==> config.mk <==
export PLATFORM = sky130hd
export DESIGN_NAME = miss_fill_pend
export DESIGN_NICKNAME = d
export VERILOG_FILES = /design/src/rtl/mfp_pkg.sv /design/src/rtl/mfp_fill_table.sv /design/src/rtl/mfp_pend_queue.sv /design/src/rtl/miss_fill_pend.sv
export SDC_FILE = /design/constraint.sdc
export NUM_CORES = 1
export LEC_CHECK = 0
export BUFFER_PORTS_ARGS = -buffer_cell sky130_fd_sc_hd__buf_2
export CELL_PAD_IN_SITES_DETAIL_PLACEMENT = 2
export CELL_PAD_IN_SITES_GLOBAL_PLACEMENT = 2
export CORE_MARGIN = 4
export CORE_UTILIZATION = 25
export CTS_CLUSTER_DIAMETER = 150
export CTS_CLUSTER_SIZE = 10
export DETAILED_ROUTE_END_ITERATION = 10
export HOLD_SLACK_MARGIN = 0.03
export PLACE_DENSITY = 0.57
export SYNTH_ARGS = -nofsm -noshare
export SYNTH_HDL_FRONTEND = slang
export SYNTH_SLANG_ARGS = --single-unit
==> constraint.sdc <==
create_clock -name clk -period 4.9 [get_ports clk]
set_input_delay 0.49 -clock clk [delete_from_list [all_inputs] [get_ports clk]]
set_output_delay 0.49 -clock clk [all_outputs]
set_load 0.005 [all_outputs]
==> src/rtl/mfp_pkg.sv <==
package mfp_pkg;

  // Life of one fill entry: waits to send its read, waits for data,
  // replays its tags, then returns to free.
  typedef enum logic [1:0] {
    FE_FREE  = 2'd0,
    FE_ISSUE = 2'd1,
    FE_WAIT  = 2'd2,
    FE_REL   = 2'd3
  } fe_state_t;

endpackage

==> src/rtl/mfp_fill_table.sv <==
module mfp_fill_table
  import mfp_pkg::*;
#(
  parameter int LA_W  = 27,
  parameter int TAG_W = 4,
  parameter int FB_N  = 4,
  localparam int FI_W = (FB_N > 1) ? $clog2(FB_N) : 1
) (
  input  logic             clk,
  input  logic             rst_n,
  input  logic [LA_W-1:0]  lk_line,
  output logic             lk_hit,
  output logic [FI_W-1:0]  lk_idx,
  output logic             has_free,
  output logic [FI_W-1:0]  free_idx,
  output logic             all_free,
  input  logic             alloc_en,
  input  logic [TAG_W-1:0] alloc_tag,
  output logic             req_valid,
  input  logic             req_ready,
  output logic [LA_W-1:0]  req_line,
  output logic [FI_W-1:0]  req_idx,
  input  logic             rsp_valid,
  input  logic [FI_W-1:0]  rsp_idx,
  output logic             rel_any,
  output logic [FI_W-1:0]  rel_pick,
  input  logic [FI_W-1:0]  act_idx,
  output logic [LA_W-1:0]  act_line,
  output logic [TAG_W-1:0] act_tag,
  output logic             act_pdone,
  input  logic             prim_emit,
  input  logic             free_en
);

  fe_state_t        st_q    [FB_N];
  fe_state_t        st_d    [FB_N];
  logic             pdone_q [FB_N];
  logic             pdone_d [FB_N];
  logic [LA_W-1:0]  line_q  [FB_N];
  logic [TAG_W-1:0] tag_q   [FB_N];

  // allocation-order queue of entry indices waiting to issue
  logic [FI_W-1:0]  iq_q [FB_N];
  logic [FI_W-1:0]  iq_rd_q, iq_rd_d, iq_wr_q, iq_wr_d;
  logic [FI_W:0]    iq_cnt_q, iq_cnt_d;
  logic             iq_pop;

  function automatic logic [FI_W-1:0] ptr_inc(input logic [FI_W-1:0] p);
    return (p == FI_W'(FB_N - 1)) ? '0 : p + 1'b1;
  endfunction

  // line match, lowest free slot, lowest entry ready to replay
  always_comb begin
    lk_hit   = 1'b0;
    lk_idx   = '0;
    has_free = 1'b0;
    free_idx = '0;
    all_free = 1'b1;
    rel_any  = 1'b0;
    rel_pick = '0;
    for (int i = FB_N - 1; i >= 0; i--) begin
      if (st_q[i] != FE_FREE && line_q[i] == lk_line) begin
        lk_hit = 1'b1;
        lk_idx = FI_W'(i);
      end
      if (st_q[i] == FE_FREE) begin
        has_free = 1'b1;
        free_idx = FI_W'(i);
      end else begin
        all_free = 1'b0;
      end
      if (st_q[i] == FE_REL) begin
        rel_any  = 1'b1;
        rel_pick = FI_W'(i);
      end
    end
  end

  assign req_valid = (iq_cnt_q != '0);
  assign req_idx   = iq_q[iq_rd_q];
  assign req_line  = line_q[req_idx];
  assign iq_pop    = req_valid && req_ready;
  assign act_line  = line_q[act_idx];
  assign act_tag   = tag_q[act_idx];
  assign act_pdone = pdone_q[act_idx];

  always_comb begin
    for (int i = 0; i < FB_N; i++) begin
      st_d[i]    = st_q[i];
      pdone_d[i] = pdone_q[i];
      if (alloc_en && free_idx == FI_W'(i)) begin
        st_d[i]    = FE_ISSUE;
        pdone_d[i] = 1'b0;
      end else if (iq_pop && req_idx == FI_W'(i)) begin
        st_d[i] = FE_WAIT;
      end else if (rsp_valid && rsp_idx == FI_W'(i) && st_q[i] == FE_WAIT) begin
        st_d[i] = FE_REL;
      end else if (free_en && act_idx == FI_W'(i)) begin
        st_d[i] = FE_FREE;
      end
      if (prim_emit && act_idx == FI_W'(i)) begin
        pdone_d[i] = 1'b1;
      end
    end
    iq_rd_d  = iq_pop   ? ptr_inc(iq_rd_q) : iq_rd_q;
    iq_wr_d  = alloc_en ? ptr_inc(iq_wr_q) : iq_wr_q;
    iq_cnt_d = iq_cnt_q + (FI_W+1)'(alloc_en) - (FI_W+1)'(iq_pop);
  end

  always_ff @(posedge clk or negedge rst_n) begin
    if (!rst_n) begin
      for (int i = 0; i < FB_N; i++) begin
        st_q[i]    <= FE_FREE;
        pdone_q[i] <= 1'b0;
      end
      iq_rd_q  <= '0;
      iq_wr_q  <= '0;
      iq_cnt_q <= '0;
    end else begin
      st_q     <= st_d;
      pdone_q  <= pdone_d;
      iq_rd_q  <= iq_rd_d;
      iq_wr_q  <= iq_wr_d;
      iq_cnt_q <= iq_cnt_d;
    end
  end

  // payload registers: written only on allocation, no reset needed
  always_ff @(posedge clk) begin
    if (alloc_en) begin
      line_q[free_idx] <= lk_line;
      tag_q[free_idx]  <= alloc_tag;
      iq_q[iq_wr_q]    <= free_idx;
    end
  end

  generate
    for (genvar i = 0; i < FB_N; i++) begin : g_ent_chk
      for (genvar j = i + 1; j < FB_N; j++) begin : g_pair
        AST_FB_DISTINCT: assert property (@(posedge clk) disable iff (!rst_n)
          !(st_q[i] != FE_FREE && st_q[j] != FE_FREE && line_q[i] == line_q[j]));
      end
      AST_NO_SKIP_WAIT: assert property (@(posedge clk) disable iff (!rst_n)
        st_q[i] == FE_ISSUE |=> st_q[i] != FE_REL);
    end
  endgenerate

  AST_ALLOC_ONLY_FREE: assert property (@(posedge clk) disable iff (!rst_n)
    alloc_en |-> st_q[free_idx] == FE_FREE);
  AST_ISSUE_FROM_ISSUE: assert property (@(posedge clk) disable iff (!rst_n)
    req_valid |-> st_q[req_idx] == FE_ISSUE);
  AST_RSP_TO_WAITING: assert property (@(posedge clk) disable iff (!rst_n)
    rsp_valid |-> st_q[rsp_idx] == FE_WAIT);

endmodule

==> src/rtl/mfp_pend_queue.sv <==
module mfp_pend_queue #(
  parameter int TAG_W  = 4,
  parameter int PB_N   = 4,
  parameter int FB_N   = 4,
  localparam int FI_W  = (FB_N > 1) ? $clog2(FB_N) : 1,
  localparam int PI_W  = (PB_N > 1) ? $clog2(PB_N) : 1,
  localparam int CNT_W = $clog2(PB_N + 1)
) (
  input  logic             clk,
  input  logic             rst_n,
  input  logic             push,
  input  logic [FI_W-1:0]  push_link,
  input  logic [TAG_W-1:0] push_tag,
  input  logic [FI_W-1:0]  look_link,
  input  logic             pop,
  output logic             hit,
  output logic [TAG_W-1:0] hit_tag,
  output logic             full,
  output logic             empty
);

  // entries kept compacted in arrival order; slot 0 is the oldest
  logic [FI_W-1:0]  link_q [PB_N];
  logic [FI_W-1:0]  link_d [PB_N];
  logic [TAG_W-1:0] tag_q  [PB_N];
  logic [TAG_W-1:0] tag_d  [PB_N];
  logic [CNT_W-1:0] cnt_q, cnt_d, ins_pos;
  logic [PI_W-1:0]  hit_pos;

  always_comb begin
    hit     = 1'b0;
    hit_pos = '0;
    for (int i = PB_N - 1; i >= 0; i--) begin
      if (CNT_W'(i) < cnt_q && link_q[i] == look_link) begin
        hit     = 1'b1;
        hit_pos = PI_W'(i);
      end
    end
  end

  assign hit_tag = tag_q[hit_pos];
  assign full    = (cnt_q == CNT_W'(PB_N));
  assign empty   = (cnt_q == '0);

  always_comb begin
    ins_pos = cnt_q - CNT_W'(pop);
    cnt_d   = cnt_q + CNT_W'(push) - CNT_W'(pop);
    for (int i = 0; i < PB_N; i++) begin
      int src;
      src = (pop && PI_W'(i) >= hit_pos) ? i + 1 : i;
      if (src > PB_N - 1) src = PB_N - 1;
      link_d[i] = link_q[src];
      tag_d[i]  = tag_q[src];
      if (push && ins_pos == CNT_W'(i)) begin
        link_d[i] = push_link;
        tag_d[i]  = push_tag;
      end
    end
  end

  always_ff @(posedge clk or negedge rst_n) begin
    if (!rst_n) begin
      cnt_q <= '0;
    end else begin
      cnt_q <= cnt_d;
    end
  end

  always_ff @(posedge clk) begin
    if (push || pop) begin
      link_q <= link_d;
      tag_q  <= tag_d;
    end
  end

  AST_PQ_NO_OVERFLOW: assert property (@(posedge clk) disable iff (!rst_n)
    push |-> !full);
  AST_PQ_POP_NONEMPTY: assert property (@(posedge clk) disable iff (!rst_n)
    pop |-> !empty);

endmodule

==> src/rtl/miss_fill_pend.sv <==
module miss_fill_pend #(
  parameter int ADDR_W     = 32,
  parameter int TAG_W      = 4,
  parameter int LINE_BYTES = 32,
  parameter int FB_N       = 4,
  parameter int PB_N       = 4,
  localparam int OFF_W     = $clog2(LINE_BYTES),
  localparam int LA_W      = ADDR_W - OFF_W,
  localparam int FI_W      = (FB_N > 1) ? $clog2(FB_N) : 1
) (
  input  logic              clk,
  input  logic              rst_n,
  input  logic              miss_valid,
  input  logic [ADDR_W-1:0] miss_addr,
  input  logic [TAG_W-1:0]  miss_tag,
  output logic              miss_ready,
  output logic              rd_req_valid,
  input  logic              rd_req_ready,
  output logic [LA_W-1:0]   rd_req_line,
  output logic [FI_W-1:0]   rd_req_idx,
  input  logic              rd_rsp_valid,
  input  logic [FI_W-1:0]   rd_rsp_idx,
  output logic              rel_valid,
  output logic [TAG_W-1:0]  rel_tag,
  output logic [LA_W-1:0]   rel_line,
  input  logic              drain_req,
  output logic              drain_done
);

  logic [1:0]       rs_q;
  logic             rst_n_s;
  logic [LA_W-1:0]  miss_line;
  logic             unused_offset;
  logic             lk_hit, has_free, all_free, rel_any, act_pdone;
  logic [FI_W-1:0]  lk_idx, free_idx, rel_pick, act_idx;
  logic [LA_W-1:0]  act_line;
  logic [TAG_W-1:0] act_tag, pq_tag;
  logic             pq_hit, pq_full, pq_empty;
  logic             accept, alloc_en, sec_push;
  logic             rel_go, prim_emit, pq_pop, free_en;
  logic             busy_q, busy_d, drain_q, drain_d;
  logic [FI_W-1:0]  cur_q, cur_d;

  // asynchronous assertion, synchronous release
  always_ff @(posedge clk or negedge rst_n) begin
    if (!rst_n) rs_q <= 2'b00;
    else        rs_q <= {rs_q[0], 1'b1};
  end
  assign rst_n_s = rs_q[1];

  assign miss_line     = miss_addr[ADDR_W-1:OFF_W];
  assign unused_offset = ^miss_addr[OFF_W-1:0];

  mfp_fill_table #(
    .LA_W (LA_W),
    .TAG_W(TAG_W),
    .FB_N (FB_N)
  ) u_fill (
    .clk      (clk),
    .rst_n    (rst_n_s),
    .lk_line  (miss_line),
    .lk_hit   (lk_hit),
    .lk_idx   (lk_idx),
    .has_free (has_free),
    .free_idx (free_idx),
    .all_free (all_free),
    .alloc_en (alloc_en),
    .alloc_tag(miss_tag),
    .req_valid(rd_req_valid),
    .req_ready(rd_req_ready),
    .req_line (rd_req_line),
    .req_idx  (rd_req_idx),
    .rsp_valid(rd_rsp_valid),
    .rsp_idx  (rd_rsp_idx),
    .rel_any  (rel_any),
    .rel_pick (rel_pick),
    .act_idx  (act_idx),
    .act_line (act_line),
    .act_tag  (act_tag),
    .act_pdone(act_pdone),
    .prim_emit(prim_emit),
    .free_en  (free_en)
  );

  mfp_pend_queue #(
    .TAG_W(TAG_W),
    .PB_N (PB_N),
    .FB_N (FB_N)
  ) u_pend (
    .clk      (clk),
    .rst_n    (rst_n_s),
    .push     (sec_push),
    .push_link(lk_idx),
    .push_tag (miss_tag),
    .look_link(act_idx),
    .pop      (pq_pop),
    .hit      (pq_hit),
    .hit_tag  (pq_tag),
    .full     (pq_full),
    .empty    (pq_empty)
  );

  // miss port: secondary misses need pend room, primaries need a free slot
  assign miss_ready = !drain_q && !drain_req && (lk_hit ? !pq_full : has_free);
  assign accept     = miss_valid && miss_ready;
  assign alloc_en   = accept && !lk_hit;
  assign sec_push   = accept && lk_hit;

  // release engine: sticks to one entry until that entry is freed
  always_comb begin
    act_idx   = busy_q ? cur_q : rel_pick;
    rel_go    = busy_q || rel_any;
    prim_emit = rel_go && !act_pdone;
    pq_pop    = rel_go && act_pdone && pq_hit;
    free_en   = rel_go && act_pdone && !pq_hit && !(sec_push && lk_idx == act_idx);
    busy_d    = rel_go && !free_en;
    cur_d     = act_idx;
  end

  assign rel_valid = prim_emit || pq_pop;
  assign rel_tag   = prim_emit ? act_tag : pq_tag;
  assign rel_line  = act_line;

  assign drain_done = drain_q && all_free && pq_empty;
  assign drain_d    = drain_q ? !drain_done : drain_req;

  always_ff @(posedge clk or negedge rst_n_s) begin
    if (!rst_n_s) begin
      busy_q  <= 1'b0;
      cur_q   <= '0;
      drain_q <= 1'b0;
    end else begin
      busy_q  <= busy_d;
      cur_q   <= cur_d;
      drain_q <= drain_d;
    end
  end

  AST_DRAIN_PULSE: assert property (@(posedge clk) disable iff (!rst_n_s)
    drain_done |=> !drain_done);
  AST_REL_SAME_LINE: assert property (@(posedge clk) disable iff (!rst_n_s)
    (rel_valid && busy_q) |-> rel_line == $past(rel_line));

endmodule

# Word level (Yosys, flattened, before mapping)
# Memory sizes are Yosys's and may differ from the RTL's.
# Cells that the tools add are included.
totals:
  reg_bits: 52
  ram_bits: 132
  inputBits: 44
  word_cells: 296
  n_memories: 3
mem_list:
  columns: ["name", "depth", "word_bits", "read_ports", "rd_ports_with_merged_regs", "wr", "line_no", "rtl"]
  rows:
  - ["u_fill.line_q", 4, 27, 6, 0, 1, "mfp_fill_table.sv:39", "logic [LA_W-1:0] line_q [FB_N];"]
  - ["u_fill.tag_q", 4, 4, 1, 0, 1, "mfp_fill_table.sv:40", "logic [TAG_W-1:0] tag_q [FB_N];"]
  - ["u_fill.iq_q", 4, 2, 1, 0, 1, "mfp_fill_table.sv:43", "logic [FI_W-1:0] iq_q [FB_N];"]
classes:
  addsub: 7
  n_lt_le_gt_ge: 18
  n_eq_ne: 35
  mux: 113
  bitwise: 6
  n_reduce_logical: 90
ops:
  columns: ["op", "count"]
  rows:
  - ["$ge 32x3->1 const B", 4]
  - ["$gt 32x3->1 const B", 4]
  - ["$mux 32", 4]
  - ["$not 32->32", 4]
  - ["$eq 27x27->1", 4]
  - ["$mux 2", 48]
  - ["$mux 4", 15]
  - ["$logic_and 1x1->1", 55]
  - ["$bmux 4 s2", 5]
  - ["$eq 2x2->1 const B", 18]
  - ["$mux 1", 35]
  - ["$bmux 2 s2", 4]
  - ["$logic_not 2->1", 8]
  - ["$reduce_bool 2->1", 8]
  - ["$reduce_bool 4->1", 4]
  - ["$eq 2x2->1", 5]
  - ["$logic_not 1->1", 9]
  - ["$sub 3x1->3", 3]
  - ["$eq 2x1->1 const B", 4]
  - ["$add 3x1->3", 2]
  - ["$eq 3x2->1 const B", 2]
  - ["$ge 3x3->1 const B", 2]
  - ["$logic_not 3->1", 2]
  - ["$lt 1x3->1 const A", 2]
  - ["other kinds (11)", 18]

# Depth between registers and ports, before layout
# Gate-level depths: netlist (run 1).
logic_depth:
  ltp_word: 22
  ltp_mapped: 18

# By module
# Synthesis (run 1) repeated with hierarchy kept, for this count alone.
hier_totals:
  hier_cells: 671
  hier_area_um2: 9758.1
modules_own_cells:
  columns: ["mod", "n_inst", "cells_per_inst", "area_each_um2", "seq_area_each_um2"]
  rows:
  - ["mfp_fill_table", 1, 483, 7782.5, 4439.3]
  - ["mfp_pend_queue", 1, 155, 1624.1, 795.8]
  - ["miss_fill_pend", 1, 33, 351.6, 150.1]

# Worst setup path before layout (run 1)
# Ideal clock, no wire load.
synth_path:
  kind: "input-to-reg"
  startpoint: "input miss_addr[28]"
  endpoint: "register u_fill.pdone_q[0] (netlist bit)"
  t_arrival_ns: 5.105
  required_time_ns: 4.587
  slack_ns: -0.518
  cell_stages: 9
  path_cell_list: "clkbuf_1 -> xor2_1 -> nor2_1 -> nand3_1 -> nor4_1 -> nor4_2 -> nand3_1 -> nor4_1 -> mux2i_1"
synth_via:
  elab_chain_len: 12
  elab_cells_between_ends: 19
  classes_between: "4 x eq/ne; 5 x mux; 10 x reduce/logical"
synth_lines:
  columns: ["element", "line_no", "rtl"]
  rows:
  - ["from (decl)", "miss_fill_pend.sv:14", "input logic [ADDR_W-1:0] miss_addr,"]
  - ["$eq 27x27->1", "mfp_fill_table.sv:62", "if (st_q[i] != FE_FREE && line_q[i] == lk_line) begin"]
  - ["$logic_and 1x1->1", "mfp_fill_table.sv:62", null]
  - ["$mux 1 (3 in series)", "mfp_fill_table.sv:62", null]
  - ["$mux 1 (*)", "mfp_fill_table.sv:62", null]
  - ["$mux 1", "miss_fill_pend.sv:104", "assign miss_ready = !drain_q && !drain_req && (lk_hit ? !pq_full : has_free);"]
  - ["$logic_and 1x1->1", "miss_fill_pend.sv:104", null]
  - ["$logic_and 1x1->1", "miss_fill_pend.sv:105", "assign accept = miss_valid && miss_ready;"]
  - ["$logic_and 1x1->1 (*)", "miss_fill_pend.sv:106", "assign alloc_en = accept && !lk_hit;"]
  - ["$logic_and 1x1->1 (*)", "mfp_fill_table.sv:91", "if (alloc_en && free_idx == FI_W'(i)) begin"]
  - ["$reduce_bool 2->1 (no line) (*)", null, null]
  - ["to (signal assigned)", "mfp_fill_table.sv:121", "pdone_q <= pdone_d;"]
  - ["to (decl)", "mfp_fill_table.sv:37", "logic pdone_q [FB_N];"]
# Mark *: on every way between the ends. The rest lies on a longest branch, timed or not.
# A chain may end at the register's enable or synchronous reset.

# Final worst setup path (run 1)
layout_path:
  startpoint: "register u_fill.st_q[5] (netlist bit)"
  endpoint: "register u_pend.tag_q[6] (netlist bit) (enable)"
layout_via:
  elab_chain_len: 12
  elab_cells_between_ends: 37
  classes_between: "5 x eq/ne; 17 x mux; 1 x bitwise; 14 x reduce/logical"
layout_lines:
  columns: ["element", "line_no", "rtl"]
  rows:
  - ["from (decl)", "mfp_fill_table.sv:35", "fe_state_t st_q [FB_N];"]
  - ["from (signal assigned)", "mfp_fill_table.sv:120", "st_q <= st_d;"]
  - ["$eq 2x2->1", "mfp_fill_table.sv:72", "if (st_q[i] == FE_REL) begin"]
  - ["$mux 2 (2 in series)", "mfp_fill_table.sv:72", null]
  - ["$mux 2", "miss_fill_pend.sv:111", "act_idx = busy_q ? cur_q : rel_pick;"]
  - ["$eq 2x2->1", "mfp_pend_queue.sv:34", "if (CNT_W'(i) < cnt_q && link_q[i] == look_link) begin"]
  - ["$logic_and 1x1->1", "mfp_pend_queue.sv:34", null]
  - ["$mux 1 (4 in series)", "mfp_pend_queue.sv:34", null]
  - ["$logic_and 1x1->1", "miss_fill_pend.sv:114", "pq_pop = rel_go && act_pdone && pq_hit;"]
  - ["$logic_or 1x1->1 (*)", "mfp_pend_queue.sv:70", "if (push || pop) begin"]
  - ["to (signal assigned)", "mfp_pend_queue.sv:72", "tag_q <= tag_d;"]
  - ["to (decl)", "mfp_pend_queue.sv:25", "logic [TAG_W-1:0] tag_q [PB_N];"]
# Mark *: on every way between the ends. The rest lies on a longest branch, timed or not. The select of a mux whose other input is x is not followed.

==> flow_metrics.py, run 1 <==
metrics = {
    "logic_synthesis": {
        "synth_area_um2": 10400,
        "yosys_register_bits": 184,
        "async_reset_ff_frac": 0.152,
        "synth_area_per_cell_um2": 11.9,
        "synth_area_leaders": "edfxtp_1, mux4_2, dfrtp_1, xor2_1, nand2_1",
        "synth_cell_type_count": 69,
        "syn-instance-count": 875,
        "synth_flop_cell": "edfxtp_1",
        "synth_top_area_frac": 0.450,
        "yosysWarningCount": 0,
        "yosysSeqAreaShare": 0.517,
        "synth-edff-count": 156,
        "yosys.area.top_type": "edfxtp_1",
        "syn_nets": 934,
    },
    "power_and_ir_drop": {
        "power.internal_w": 0.00436,
        "pwr-share-comb": 0.514,
        "clkPwrFrac": 0.200,
        "total_leakage_power_nw": 4.47,
        "ir_drop_mv": 0.354,
        "power.switching_w": 0.00319,
        "powerDensity_nw_per_um2": 618,
        "seqPwrFrac": 0.286,
        "p_sw_frac": 0.423,
    },
    "flow_run": {
        "drv_cap": 0,
    },
    "critical_path": {
        "path_class": "flip-flop to flip-flop",
        "required_ns": 4.98,
        "start_kind": "flip-flop",
        "critPathArrivalTime_ns": 4.61,
        "crit_path_end_kind": "flip-flop",
        "cp_max_fo": 8,
    },
    "drt": {
        "vias_per_cell": 5.06,
        "drt_pass1_iterations": 5,
        "vias": 7722,
        "postRouteAntennaNets": 0,
        "drc": 0,
        "drt_iter0_drc": 540,
        "wl_per_cell_um": 24.8,
        "wirelength_um": 37800,
    },
    "grt": {
        "overflow": 0,
        "grt_max_degree": 65,
        "antenna_found_initial": 2,
        "gr-usage-all-layers": 0.171,
        "grt_pass1_vias": 8319,
        "grt_pass1_wl_um": 56800,
    },
    "sta": {
        "worst_pin_slew_ns": 1.10,
        "whs_ns": 0.250,
        "finalMaxSlewViolations": 0,
        "clock_skew_ns": 0.0153,
        "period_share": 0.924,
        "slew_headroom": 0.268,
        "max_freq_mhz": 221,
        "hold_viol": 0,
        "layout_min_cycle_time_ns": 4.53,
        "tns_ns": 0,
        "fin_ws_ns": 0.373,
        "rsz0062_at_grt": "false",
        "setup_violations": 0,
    },
    "floorplan": {
        "std_cell_rows": 74,
        "initial_core_util": 0.254,
        "die_w_um": 212,
        "fp.coreArea_um2": 41000,
        "pin_count": 108,
        "dieArea_um2": 45000,
        "die_h_um": 212,
    },
    "worst_hold_path": {
        "hp-class": "flip-flop to async pin",
    },
    "finish": {
        "drive_gt1_frac": 0.226,
        "syn2layout_area_growth_pct": 17.5,
        "n_antenna_cell": 0,
        "layout_commonest_cell": "edfxtp_1",
        "final_cell_mix": "edfxtp_1, nand2_1, buf_2",
        "final_nets": 1039,
    },
    "clocking": {
        "cts_setup_buffers": 0,
        "cts_tree": "done",
        "htree_levels": 4,
        "cts_resized": 0,
        "clockRootBuffer": "clkbuf_16",
        "insertion_delay_ns": 0.46,
        "numCtsBuffers": 17,
        "cts.path.max_buffers": 2,
        "cts.sinks": 184,
        "cts.clk_slew.worst_paths_ns": 0.07,
    },
    "placement": {
        "numPortBuffers": 102,
        "place_hpwl_um": 27900,
        "pre_cts_ws_ns": 0.342,
        "place_congestion": 0.872,
    },
    "status": {
        "status": "finished, final reports clean",
    },
}
[area by class of cell]
class	count	area [um^2]
clock buffer	19	443
multi-input combinational	632	4810
fill	4353	28800
tap	532	666
clock inverter	13	191
sequential	184	5390
timing repair buffer	119	641
inverter	26	97.6
[timing repair]
| action | CTS | global route |
|---|---|---|
| hold buffers | 1 | 0 |
| setup endpoints to repair | 0 | 0 |
| endpoints found under the hold margin | 2 | 0 |
[power groups by stage]
stage	logic [W]	registers, W	clock network [W]
floorplan	0.00249	0.00212	0
global placement	0.00391	0.00219	0
detailed placement	0.00397	0.00219	0
CTS	0.00400	0.00216	0.00156
global route	0.00433	0.00218	0.00162
finish	0.00388	0.00216	0.00151
[layer usage]
metal / part of all wire / vias to the layer above / track usage
met5: 0.00034 / - / 0
met4: 0.014 / 2 / 0.0420
met3: 0.041 / 27 / 0.0280
met2: 0.46 / 166 / 0.274
met1: 0.48 / 4058 / 0.244
li1: - / 3469 / -
[per-stage QoR]
stage / utilization / instance area [um^2] / total power [W] / instances
3_5_place_dp: 0.282 / 11600 / 0.00617 / 1492
3_3_place_gp: 0.282 / 11600 / 0.00610 / 1492
6_report: 0.298 / 12200 / 0.00755 / 1525
4_1_cts: 0.298 / 12200 / 0.00772 / 1525
2_1_floorplan: - / 10400 / 0.00460 / 875
5_1_grt: 0.298 / 12200 / 0.00814 / 1525
[synth_stat cells, types with 4 or more instances]
master,number
edfxtp_1,156
nand2_1,138
xor2_1,80
nor2_1,40
nor4_1,39
xnor2_1,39
mux4_2,34
a31oi_1,30
and3_1,29
dfrtp_1,28
clkbuf_1,25
inv_1,24
nand4_1,22
mux2_2,16
nand3_1,15
mux2i_1,14
ha_1,13
nor3_1,12
a21oi_1,9
nor2b_1,9
and2_1,7
mux2_1,6
or3_1,6
o21ai_0,5
or3b_2,5
a21o_1,4
buf_2,4
nand3b_1,4
o221ai_1,4
[sequential cells by signal, indices dropped and copies added (netlist names)]
register / count
u_fill.line_q: 108
u_fill.tag_q: 16
u_pend.tag_q: 16
u_fill.iq_q: 8
u_fill.st_q: 8
u_pend.link_q: 8
u_fill.pdone_q: 4
u_fill.iq_cnt_q: 3
u_pend.cnt_q: 3
cur_q: 2
rs_q: 2
u_fill.iq_rd_q: 2
u_fill.iq_wr_q: 2
busy_q: 1
drain_q: 1
[kinds of logic (layout without fill, tap and decap cells)]
group / Yosys count / count (layout) / share of synthesized area
fa+ha+maj: 15 / 15 / 0.0195
simple gates: 351 / 351 / 0.177
xor+xnor: 119 / 119 / 0.100
compound gates: 76 / 76 / 0.0518
mux: 70 / 70 / 0.111
other cells: 1 / 1 / 0.000360
flops: 184 / 184 / 0.517
buf+inv: 59 / 177 / 0.0232
[worst max-delay path: stages (launching register included)]
cell	delay, ns
dfrtp_1	0.48
a221o_1	0.44
nor2_2	0.19
nor2_4	0.05
inv_2	0.12
xor2_1	0.11
or3b_2	0.46
a22oi_2	0.28
nor2_1	0.09
nor2_1	0.11
ha_1	0.23
ha_1	0.18
xor2_1	0.60
or3_1	0.41
o21ai_0	0.41
[path summary, 6_finish.rpt]
| path | cells past startpoint | slack, ns | start | to |
|---|---|---|---|---|
| min reg2reg | 1 | 0.25 | rs_q[1] | u_fill.iq_rd_q[0] |
| min | 1 | 0.25 | rs_q[1] | u_fill.iq_rd_q[0] |
| max | 14 | 0.37 | u_fill.st_q[5] | u_pend.tag_q[6] |
| max in group asynchronous | 1 | 4.36 | rs_q[1] | u_fill.st_q[7] |
| max reg2reg | 14 | 0.37 | u_fill.st_q[5] | u_pend.tag_q[6] |
| min in group clk | 3 | 0.35 | drain_req | drain_q |
No activity file was read; power rests on OpenSTA's default activity.
==> run 2, diff against run 1 <==
--- a/config.mk
+++ b/config.mk
@@ -15,6 +15,7 @@
 export DETAILED_ROUTE_END_ITERATION = 10
 export HOLD_SLACK_MARGIN = 0.03
 export PLACE_DENSITY = 0.57
+export RECOVER_POWER = 50
 export SYNTH_ARGS = -nofsm -noshare
 export SYNTH_HDL_FRONTEND = slang
 export SYNTH_SLANG_ARGS = --single-unit
==> run 2 against run 1 <==
Compared with the run above:
- the flow now finishes with violations (capacitance limit, slew limit)
- via count rose by 0.13%
- sequential cell count did not move
- sequential power barely moved
- largest cell class unchanged
- total power fell by 0.35%
- die area did not move
- largest power group unchanged
==> flow_metrics.py, run 2 (same netlist as run 1, synthesis figures left out) <==
metrics = {
    "finish": {
        "stdcell_area_um2": 12100,
        "top_regs": "u_fill.line_q: 108 flops, u_fill.tag_q: 16 flops, u_pend.tag_q: 16 flops",
        "syn2layout_area_growth_pct": 16.7,
        "final_nets": 1039,
        "layout_commonest_cell": "edfxtp_1",
        "regMostFlops": "u_fill.line_q",
        "largest_reg_flops": 108,
        "drive_gt1_frac": 0.171,
        "final_cell_mix": "edfxtp_1, nand2_1, xor2_1",
    },
    "floorplan": {
        "std_cell_rows": 74,
        "fp.coreArea_um2": 41000,
        "die_w_um": 212,
        "die_h_um": 212,
        "dieArea_um2": 45000,
        "initial_core_util": 0.254,
        "pin_count": 108,
    },
    "placement": {
        "place_hpwl_um": 27900,
        "dpl_cell_area_um2": 11600,
        "numPortBuffers": 102,
        "place_congestion": 0.872,
    },
    "grt": {
        "antenna_found_initial": 1,
        "grt_pass1_wl_um": 56800,
        "overflow": 0,
        "grt_max_degree": 65,
        "grt_pass1_vias": 8319,
        "gr-usage-all-layers": 0.171,
    },
    "drt": {
        "vias": 7732,
        "wirelength_um": 37800,
        "drt_iter0_drc": 483,
        "wl_per_cell_um": 24.8,
        "drc": 0,
        "vias_per_cell": 5.07,
        "postRouteAntennaNets": 0,
        "drt_pass1_iterations": 5,
    },
    "clocking": {
        "cts.path.max_buffers": 2,
        "cts.clk_slew.worst_paths_ns": 0.07,
        "cts_tree": "done",
        "clockRootBuffer": "clkbuf_16",
        "cts_resized": 0,
        "cts.sinks": 184,
        "insertion_delay_ns": 0.46,
        "htree_levels": 4,
        "numCtsBuffers": 17,
    },
    "critical_path": {
        "cp-startpoint": "u_fill.st_q[5]",
        "required_ns": 4.98,
        "critPathArrivalTime_ns": 4.61,
        "r2r_cells": 14,
        "crit_path_end_kind": "flip-flop",
        "r2r-start": "u_fill.st_q[5]",
        "cp_max_fo": 8,
        "cp-endpoint": "u_pend.tag_q[6]",
        "r2r-end": "u_pend.tag_q[6]",
        "path_class": "flip-flop to flip-flop",
        "reg2reg_slack_ns": 0.37,
        "start_kind": "flip-flop",
    },
    "sta": {
        "whs_ns": 0.338,
        "finalMaxSlewViolations": 27,
        "setup_violations": 0,
        "layout_min_cycle_time_ns": 4.53,
        "clock_skew_ns": 0.0144,
        "max_freq_mhz": 221,
        "slew_headroom": -0.104,
        "tns_ns": 0,
        "hold_viol": 0,
        "worst_pin_slew_ns": 1.66,
        "period_share": 0.924,
        "rsz0062_at_grt": "false",
    },
    "flow_run": {
        "drv_cap": 1,
    },
    "status": {
        "status": "complete, but fails checks",
        "violations": "capacitance limit, slew limit",
    },
    "worst_hold_path": {
        "hp-class": "input pin to async pin",
    },
    "power_and_ir_drop": {
        "ir_drop_mv": 0.354,
        "total_leakage_power_nw": 4.31,
        "powerDensity_nw_per_um2": 620,
    },
}
-- run 2: changes by cell type in the layout (fill, tap and decap cells not counted), sizes merged --
cell / previous run / this run
buf: 118 / 63
diode: 0 / 1
clkbuf: 19 / 74
-- run 2: metal layers --
layer	routed length [um]	vias to the layer above	GRT usage
met5	20	-	0
met4	511	2	0.0420
met3	1450	28	0.0280
met2	17600	163	0.274
met1	18300	4065	0.244
li1	-	3474	-
-- run 2: layout make-up --
type,instances,area (um^2)
Timing Repair Buffer,119,562
Clock inverter,13,191
Fill cell,4384,28900
Clock buffer,19,443
Tap cell,532,666
Inverter,26,97.6
Antenna cell,1,2.50
Sequential cell,184,5390
Multi-Input combinational cell,632,4800
-- run 2: power breakdown --
part	switching (W)	leakage (nW)	internal, W
Sequential	0.000179	1.73	0.00198
Combinational	0.00238	2.28	0.00148
Clock	0.000634	0.301	0.000873
Total	0.00319	4.31	0.00433
-- run 2: worst min path at each step --
stage / startpoint / end / slack [ns] / cells after the start
detailed placement: rs_q[1] / drain_q / 0.27 / 1
global placement: rs_q[1] / u_fill.st_q[0] / 0.26 / 1
CTS: rs_q[1] / u_fill.iq_rd_q[1] / 0.27 / 1
global route: rst_n / rs_q[0] / 0.34 / 2
floorplan: rst_n / rs_q[0] / 0.19 / 0
finish: rst_n / rs_q[0] / 0.34 / 2
-- run 2: worst max-delay path, stage by stage (launching register included) --
cell	delay [ns]
dfrtp_1	0.47
a221o_1	0.44
nor2_2	0.19
nor2_4	0.05
inv_2	0.12
xor2_1	0.11
or3b_2	0.46
a22oi_2	0.28
nor2_1	0.09
nor2_1	0.11
ha_1	0.23
ha_1	0.18
xor2_1	0.60
or3_1	0.41
o21ai_0	0.41
-- run 2: repair_timing --
item | 4_1_cts | 5_1_grt
hold buffers | 1 | 0
buffers inserted | 0 | 0
endpoints found under the hold margin | 2 | 0
-- run 2: through the flow --
step	util	instances	power, W	setup slack, ns
final	0.296	1526	0.00753	0.374
after global routing	0.296	1525	0.00811	0.0609
after CTS	0.298	1525	0.00772	0.333
after detailed placement	0.282	1492	0.00617	0.342
after global placement	0.282	1492	0.00610	0.483
after floorplan	-	875	0.00460	0.394
==> run 3, diff against run 2 <==
--- a/config.mk
+++ b/config.mk
@@ -6,16 +6,17 @@
 export NUM_CORES = 1
 export LEC_CHECK = 0
 export BUFFER_PORTS_ARGS = -buffer_cell sky130_fd_sc_hd__buf_2
-export CELL_PAD_IN_SITES_DETAIL_PLACEMENT = 2
-export CELL_PAD_IN_SITES_GLOBAL_PLACEMENT = 2
+export CELL_PAD_IN_SITES_DETAIL_PLACEMENT = 1
+export CELL_PAD_IN_SITES_GLOBAL_PLACEMENT = 1
 export CORE_MARGIN = 4
 export CORE_UTILIZATION = 25
 export CTS_CLUSTER_DIAMETER = 150
 export CTS_CLUSTER_SIZE = 10
 export DETAILED_ROUTE_END_ITERATION = 10
 export HOLD_SLACK_MARGIN = 0.03
-export PLACE_DENSITY = 0.57
+export PLACE_DENSITY = 0.5
 export RECOVER_POWER = 50
+export REMOVE_ABC_BUFFERS = 1
 export SYNTH_ARGS = -nofsm -noshare
 export SYNTH_HDL_FRONTEND = slang
 export SYNTH_SLANG_ARGS = --single-unit
==> run 3 against run 2 <==
Compared with the run above:
- the flow still finishes with violations (capacitance limit, slew limit)
- sequential share of layout area increased by 0.19 points
- highest routed layer unchanged
- wire length down 7.5%
- sequential cell count unchanged
- maximum frequency grew 2.8%
- total power is 2.7% lower
- final area decreased by 0.43%
- largest power group unchanged
- cell count barely moved
- register-to-register slack gained 0.12 ns
- first-iteration DRC count is 7.5% lower
- count of clock-buffer cells in the layout is 2 lower
==> flow_metrics.py, run 3 (same netlist as run 1, synthesis figures left out) <==
metrics = {
    "status": {
        "status": "complete, but fails checks",
        "violations": "capacitance limit, slew limit",
    },
    "grt": {
        "gr-usage-all-layers": 0.158,
        "overflow": 0,
        "antenna_found_initial": 2,
        "grt_max_degree": 65,
        "grt_pass1_wl_um": 52700,
        "grt_pass1_vias": 7999,
    },
    "clocking": {
        "cts.clk_slew.worst_paths_ns": 0.08,
        "cts_resized": 0,
        "insertion_delay_ns": 0.45,
        "cts_tree": "done",
        "htree_levels": 4,
        "cts.sinks": 184,
        "clockRootBuffer": "clkbuf_16",
        "cts.path.max_buffers": 2,
        "cts_setup_buffers": 0,
        "numCtsBuffers": 17,
    },
    "power_and_ir_drop": {
        "total_leakage_power_nw": 4.32,
        "p_total_w": 0.00732,
        "powerDensity_nw_per_um2": 605,
        "ir_drop_mv": 0.344,
    },
    "drt": {
        "top_layer_used": "met5",
        "drt_iter0_drc": 447,
        "wirelength_um": 35000,
        "wl_met2_um": 17000,
        "wl_per_cell_um": 22.9,
        "m1WireLength_um": 15900,
        "vias": 7513,
        "drt_pass1_iterations": 4,
        "drc": 0,
        "wl_met3_um": 1470,
        "postRouteAntennaNets": 0,
        "vias_per_cell": 4.92,
    },
    "critical_path": {
        "start_kind": "flip-flop",
        "required_ns": 5.00,
        "reg2reg_slack_ns": 0.50,
        "crit_path_end_kind": "flip-flop",
        "critPathArrivalTime_ns": 4.50,
        "path_class": "flip-flop to flip-flop",
        "cp_max_fo": 20,
    },
    "finish": {
        "layout_commonest_cell": "edfxtp_1",
        "regMostFlops": "u_fill.line_q",
        "drive_gt1_frac": 0.173,
        "seq_area_um2": 5390,
        "multi_input_area_um2": 4770,
        "largest_reg_flops": 108,
        "top_regs": "u_fill.line_q: 108 flops, u_fill.tag_q: 16 flops, u_pend.tag_q: 16 flops",
        "fill_cells": 4556,
        "final_nets": 1040,
        "final_cell_mix": "edfxtp_1, nand2_1, xor2_1",
        "syn2layout_area_growth_pct": 16.2,
    },
    "floorplan": {
        "die_h_um": 212,
        "fp.coreArea_um2": 41000,
        "initial_core_util": 0.254,
        "std_cell_rows": 74,
        "die_w_um": 212,
        "dieArea_um2": 45000,
        "pin_count": 108,
    },
    "placement": {
        "place_hpwl_um": 25900,
        "numPortBuffers": 102,
        "place_congestion": 0.836,
    },
    "sta": {
        "max_freq_mhz": 227,
        "layout_min_cycle_time_ns": 4.40,
        "hold_viol": 0,
        "whs_ns": 0.347,
        "finalMaxSlewViolations": 27,
        "worst_pin_slew_ns": 1.67,
        "period_share": 0.898,
        "rsz0062_at_grt": "false",
        "slew_headroom": -0.114,
        "clock_skew_ns": 0.0144,
        "setup_violations": 0,
    },
    "flow_run": {
        "drv_cap": 1,
    },
    "worst_hold_path": {
        "hp-class": "input pin to async pin",
    },
}
-- run 3: worst paths after layout --
path                                start         endpoint  depth (start not counted)
min reg2reg                       rs_q[0]          rs_q[1]                          0
max                        u_fill.st_q[5]  u_pend.tag_q[6]                         13
min                                 rst_n          rs_q[0]                          2
min in group clk                  rs_q[0]          rs_q[1]                          0
max reg2reg                u_fill.st_q[5]  u_pend.tag_q[6]                         13
max in group asynchronous         rs_q[1]   u_fill.st_q[5]                          1
-- run 3: what timing repair did --
item / in CTS / in global routing
endpoints found under the hold margin: 2 / 0
hold buffers: 1 / 0
endpoints found under the setup margin: 0 / 0
-- run 3: routing by layer --
layer	vias to the layer above	global-route usage
met2	140	0.265
met5	-	0
met4	2	0.0393
met3	26	0.0277
met1	3856	0.213
li1	3489	-
-- run 3: final cells by class --
cell class                 count  area share
sequential                   184       0.445
multi-input combinational    632       0.394
tap                          532      0.0550
timing repair buffer         120      0.0488
clock buffer                  17      0.0352
clock inverter                15      0.0131
inverter                      26     0.00807
antenna                        1    0.000207
-- run 3: critical path, stage by stage, from the launching register on --
cell and delay, ns:
dfrtp_1 0.47, a221o_1 0.44, nor2_2 0.19, nor2_4 0.05, inv_2 0.15, buf_4 0.32, mux4_2 0.39, o21ai_2 0.15
nor2_1 0.10, ha_1 0.24, ha_1 0.20, xor2_1 0.56, or3_1 0.41, o21ai_0 0.39
-- run 3: through the flow --
step | instance area, um^2 | setup WS (ns) | utilization | std cells | TNS (ns)
finish | 12100 | 0.498 | 0.295 | 1527 | 0
global route | 12100 | 0.0995 | 0.295 | 1527 | 0
CTS | 12200 | 0.397 | 0.297 | 1526 | 0
detailed placement | 11600 | 0.413 | 0.283 | 1493 | 0
global placement | 11600 | 0.498 | 0.283 | 1493 | 0
floorplan | 10300 | -0.585 | - | 842 | -30.93
-- run 3: power by group --
| group | switching, W | leakage (nW) | internal [W] |
|---|---|---|---|
| Combinational | 0.00230 | 2.30 | 0.00147 |
| Sequential | 0.000175 | 1.73 | 0.00198 |
| Clock | 0.000668 | 0.279 | 0.000723 |
| Total | 0.00315 | 4.32 | 0.00417 |
